==> config.mk <==
export PLATFORM = sky130hd
export DESIGN_NAME = rdb_decoder
export DESIGN_NICKNAME = d
export VERILOG_FILES = /design/src/rtl/rdb_pkg.sv /design/src/rtl/rdb_bound_regs.sv /design/src/rtl/rdb_row_match.sv /design/src/rtl/rdb_prio_enc.sv /design/src/rtl/rdb_decoder.sv
export SDC_FILE = /design/constraint.sdc
export NUM_CORES = 1
export LEC_CHECK = 0
export ABC_AREA = 1
export BUFFER_PORTS_ARGS = -buffer_cell sky130_fd_sc_hd__buf_4
export CORE_ASPECT_RATIO = 0.6
export CORE_MARGIN = 5
export CORE_UTILIZATION = 58
export DETAILED_ROUTE_END_ITERATION = 10
export GPL_TIMING_DRIVEN = 0
export PLACE_DENSITY_LB_ADDON = 0.2
export SYNTH_ARGS = -nofsm -noshare
export SYNTH_HDL_FRONTEND = slang
export SYNTH_SLANG_ARGS = --single-unit
==> constraint.sdc <==
create_clock -name clk -period 2.1 [get_ports clk]
set_input_delay 0.315 -clock clk [delete_from_list [all_inputs] [get_ports clk]]
set_output_delay 0.315 -clock clk [all_outputs]
set_load 0.005 [all_outputs]
==> src/rtl/rdb_pkg.sv <==
package rdb_pkg;
   typedef enum logic {
      CH_SINGLE = 1'b0,
      CH_DUAL   = 1'b1
   } ch_mode_e;

   function automatic int max_i(input int a, input int b);
      return (a > b) ? a : b;
   endfunction
endpackage

==> src/rtl/rdb_bound_regs.sv <==
module rdb_bound_regs #(
   parameter int NUM_ROWS = 8,
   parameter int BND_W    = 7,
   parameter int REG_W    = 8,
   parameter int ROW_W    = 3
) (
   input  logic                               clk,
   input  logic                               rst_n,
   input  logic                               wr_en,
   input  logic [ROW_W-1:0]                   wr_idx,
   input  logic [REG_W-1:0]                   wr_data,
   output logic [NUM_ROWS-1:0][BND_W-1:0]     bnd
);
   for (genvar i = 0; i < NUM_ROWS; i++) begin : g_row
      always_ff @(posedge clk or negedge rst_n) begin
         if (!rst_n)
            bnd[i] <= '0;
         else if (wr_en && (wr_idx == ROW_W'(i)))
            bnd[i] <= wr_data[BND_W-1:0];
      end
   end

   if (REG_W > BND_W) begin : g_resv
      logic unused_resv;
      assign unused_resv = ^wr_data[REG_W-1:BND_W];
   end
endmodule

==> src/rtl/rdb_row_match.sv <==
module rdb_row_match #(
   parameter int NUM_ROWS = 8,
   parameter int BND_W    = 7,
   parameter int CMP_W    = 7
) (
   input  logic [NUM_ROWS-1:0][BND_W-1:0] bnd,
   input  logic [CMP_W-1:0]               unit,
   input  rdb_pkg::ch_mode_e              mode,
   output logic [NUM_ROWS-1:0]            populated,
   output logic [NUM_ROWS-1:0]            match
);
   localparam int HALF = NUM_ROWS / 2;

   for (genvar i = 0; i < NUM_ROWS; i++) begin : g_row
      logic [BND_W-1:0] prev;
      logic             active;
      if (i == 0) begin : g_first
         assign prev = '0;
      end else begin : g_rest
         assign prev = bnd[i-1];
      end
      if (i < HALF) begin : g_lower
         assign active = 1'b1;
      end else begin : g_upper
         assign active = (mode == rdb_pkg::CH_SINGLE);
      end
      assign populated[i] = active && (bnd[i] != prev);
      assign match[i]     = populated[i] && (CMP_W'(bnd[i]) > unit);
   end
endmodule

==> src/rtl/rdb_prio_enc.sv <==
module rdb_prio_enc #(
   parameter int N = 8,
   parameter int W = 3
) (
   input  logic [N-1:0] req,
   output logic [W-1:0] idx,
   output logic         any
);
   always_comb begin
      idx = '0;
      for (int i = N - 1; i >= 0; i--) begin
         if (req[i]) idx = W'(i);
      end
   end
   assign any = |req;
endmodule

==> src/rtl/rdb_decoder.sv <==
module rdb_decoder #(
   parameter  int NUM_ROWS   = 8,
   parameter  int BND_W      = 7,
   parameter  int REG_W      = 8,
   parameter  int ADDR_W     = 32,
   parameter  int UNIT_SHIFT = 26,
   localparam int ROW_W      = $clog2(NUM_ROWS)
) (
   input  logic                clk,
   input  logic                rst_n,
   input  logic                dual_mode,
   input  logic                cfg_wr_en,
   input  logic [ROW_W-1:0]    cfg_wr_idx,
   input  logic [REG_W-1:0]    cfg_wr_data,
   input  logic [ADDR_W-1:0]   addr,
   output logic [ROW_W-1:0]    row_sel,
   output logic                row_hit,
   output logic [NUM_ROWS-1:0] row_populated
);
   localparam int UNIT_W = ADDR_W - UNIT_SHIFT;
   localparam int CMP_W  = rdb_pkg::max_i(UNIT_W, BND_W);

   if (NUM_ROWS < 2 || (NUM_ROWS & (NUM_ROWS - 1)) != 0) begin : g_bad_rows
      $error("NUM_ROWS must be a power of two of at least 2");
   end
   if (UNIT_SHIFT >= ADDR_W) begin : g_bad_shift
      $error("UNIT_SHIFT must be below ADDR_W");
   end
   if (BND_W > REG_W) begin : g_bad_bnd
      $error("BND_W must fit in REG_W");
   end

   logic [NUM_ROWS-1:0][BND_W-1:0] bnd;
   logic [CMP_W-1:0]               unit;
   logic [NUM_ROWS-1:0]            pop_d, match_d;
   logic [ROW_W-1:0]               idx_d;
   logic                           any_d;
   rdb_pkg::ch_mode_e              mode;
   logic                           unused_low;

   assign mode       = rdb_pkg::ch_mode_e'(dual_mode);
   assign unit       = CMP_W'(addr[ADDR_W-1:UNIT_SHIFT]);
   assign unused_low = ^addr[UNIT_SHIFT-1:0];

   rdb_bound_regs #(
      .NUM_ROWS(NUM_ROWS), .BND_W(BND_W), .REG_W(REG_W), .ROW_W(ROW_W)
   ) i_regs (
      .clk(clk), .rst_n(rst_n), .wr_en(cfg_wr_en), .wr_idx(cfg_wr_idx),
      .wr_data(cfg_wr_data), .bnd(bnd)
   );

   rdb_row_match #(
      .NUM_ROWS(NUM_ROWS), .BND_W(BND_W), .CMP_W(CMP_W)
   ) i_match (
      .bnd(bnd), .unit(unit), .mode(mode),
      .populated(pop_d), .match(match_d)
   );

   rdb_prio_enc #(
      .N(NUM_ROWS), .W(ROW_W)
   ) i_prio (
      .req(match_d), .idx(idx_d), .any(any_d)
   );

   always_ff @(posedge clk or negedge rst_n) begin
      if (!rst_n) begin
         row_sel       <= '0;
         row_hit       <= 1'b0;
         row_populated <= '0;
      end else begin
         row_sel       <= idx_d;
         row_hit       <= any_d;
         row_populated <= pop_d;
      end
   end
endmodule

==> out/summary.txt <==
Clk sinks: 68
Setup CP Type: flop to flop
Worst hold path type: input pin to async pin
I/O Pins: 59
Seq/Total Area, Yosys: 39.4%
Starting DRT DRC Count: 272
Placed Instance Area: 4680 sq um
Post-synth top flop: dfrtp_1
Ant diodes: 0
Row count: 24
FMAX: 493 MHz
Crit share post-route: 96.6%
Post-Synthesis Cell Area: 4320 sq um
Die width: 121 microns
Core outline area: 7270 sq um
Mean post-synth cell area: 8.06 sq um
Clk pin slew, worst setup/hold paths: 0.05 ns
Max transition margin: 42.8%
Worst EP required: 2.37 ns
CTS Buffer Depth: 2
Share of layout cells above drive strength 1: 12.3%
Initial antenna violation count: 0
Leakage power: 2.58 nW
Port bufs: 31
Starting density of the core: 59.4%
Die area: 9330 sq um
MaxCap Viol Count: 0
Mapped Nets: 631
Root buf cell: clkbuf_16
Asr flop ratio synth: 100%
Area leader, netlist: dfrtp_1
Synth warn: 0
Vias per cell: 5.45
Final Util: 69.2%
Crit-path cells: ha_1 -> nand2_1 -> nor3b_1 -> nand4_1 -> nand3_2 -> inv_2 -> nor2_2 -> a21boi_2
Tmin final: 2.03 ns
First-pass GRT wire length: 18.4 mm
CP startpoint kind: flop
WL per Instance: 16.0 microns
H-tree depth: 3
CTS Buf Count: 9
Critical Path AT: 2.30 ns
DR vias: 3745
CTS tree: yes
Post-DP HPWL: 8.36 mm
CP peak stage delay: 0.48 ns
Final-report hold violation count: 0
CTS hold repair buffers: 0
Final Cell Area: 5030 sq um
Flop-to-flop setup slack: 0.07 ns
Clk_lat worst skew: 0.34 ns
EDFF count, synth: 0
Vias in the first global route: 3618
Final WL: 11.0 mm
Post-layout net count: 673
Worst IR Drop VDD: 546 uV
Gate count of the mapped netlist: 536
Number of synthesized register bits: 68
RSZ-0062 raised after global routing: false
Status: finished clean
Fillcell total: 568
Pins Over Slew Limit: 0
Post-synth top cells: nand2_1, dfrtp_1, o21ai_0
Most frequent cell after synthesis: nand2_1
Yosys top cell area share: 39.4%
CP max stage cell: nor3b_1
Power Density: 1010 nW/um^2
Syn-to-layout area delta: 16.4%
Final setup fails: 0
Yosys cell types: 36
Antenna Nets Post-Route: 0
Synth top area cells: dfrtp_1, ha_1, nand2_1
Pin count of the biggest net entering global routing: 69
Gr usage total: 25.4%
Global route overflow: 0
Worst-margin pin slew: 0.858 ns
Crit end category: flop
Final TNS setup: 0 ns
Critical path peak fanout: 4
RD Place Congestion: 0.875
Remaining DRCs: 0
Clk_skew: 0.00612 ns
Die height: 76.8 microns
Drt pass-1 iters: 5
cell type report:
class / instances / area [sq um] / share of cell area [%]
buffer: 9 / 36.3 / 0.722
sequential: 68 / 1700 / 33.9
timing repair buffer: 31 / 233 / 4.63
inverter: 55 / 206 / 4.11
clock buffer: 13 / 270 / 5.38
clock inverter: 3 / 67.6 / 1.34
tap: 104 / 130 / 2.59
multi-input combinational: 404 / 2380 / 47.4
repair_timing:
item,4_1_cts,5_1_grt
resized for setup,0,3
setup endpoints to repair,0,3
buffers inserted,0,0
critical path, delay by kind of cell (launching register included):
kind	cells	cell delay, ns
AND/OR/NAND/NOR	5	0.99
flip-flops	1	0.44
adder cells (fa/ha/maj)	1	0.33
AO/OA/AOI/OAI	1	0.16
buffers and inverters	1	0.04
layout by cell type, fill, tap and decap left out, drive strengths merged, types with 3 or more instances in the layout:
cell type  synthesis  final
dfrtp             68     68
buf                2     33
nor2              35     35
xor2              19     19
o21ai             63     63
inv               55     55
or2                3      3
nand4              9      9
nand2            157    157
ha                48     48
clkbuf             7     20
nor3               8      8
xnor2             15     15
nand3             12     12
a21oi             20     20
path summary, 6_finish.rpt:
check,from,to,cells past startpoint
min in group clk,dual_mode,row_populated[5]$_DFF_PN0_,2
worst min register to register,i_regs.bnd[40]$_DFFE_PN0P_,i_regs.bnd[40]$_DFFE_PN0P_,2
worst max-delay path,i_regs.bnd[12]$_DFFE_PN0P_,row_sel[1]$_DFF_PN0_,8
worst min-delay path,rst_n,row_populated[1]$_DFF_PN0_,1
worst max register to register,i_regs.bnd[12]$_DFFE_PN0P_,row_sel[1]$_DFF_PN0_,8
max in group asynchronous,rst_n,i_regs.bnd[48]$_DFFE_PN0P_,1
kinds of logic after synthesis:
logic type,share of synthesized area [%]
compound gates,11.5
xor+xnor,6.90
fa+ha+maj,13.9
buf+inv,5.62
flops,39.4
simple gates,22.6
routing by layer:
metal  up-vias  part of all wire (%)  GRT usage (%)
li1       1840                     -              -
met1      1724                    49           38.4
met2       163                    40           35.3
met3        18                   9.7           7.94
met4         0                   1.1           5.70
met5         -                     0              0
through the flow:
| step | instances | worst slack, ns | hold WS, ns | power (W) |
|---|---|---|---|---|
| 3_5_place_dp | 671 | -0.147 | 0.484 | 0.00333 |
| 6_report | 687 | 0.0713 | 0.0853 | 0.00508 |
| 4_1_cts | 687 | 0.0912 | 0.126 | 0.00505 |
| 3_3_place_gp | 671 | -0.0229 | 0.471 | 0.00325 |
| 5_1_grt | 687 | 0.0301 | 0.177 | 0.00541 |
| 2_1_floorplan | 536 | 0.414 | 0.0194 | 0.00285 |
registers in the layout (all words and copies together) (netlist names):
name	flops
row_sel	3
i_regs.bnd	56
row_populated	8
row_hit	1
power breakdown:
part,internal [W],switching [W]
clock network,0.00114,0.000563
logic,0.000644,0.000877
registers,0.00155,0.000303
(Power assumes the default switching activity.)
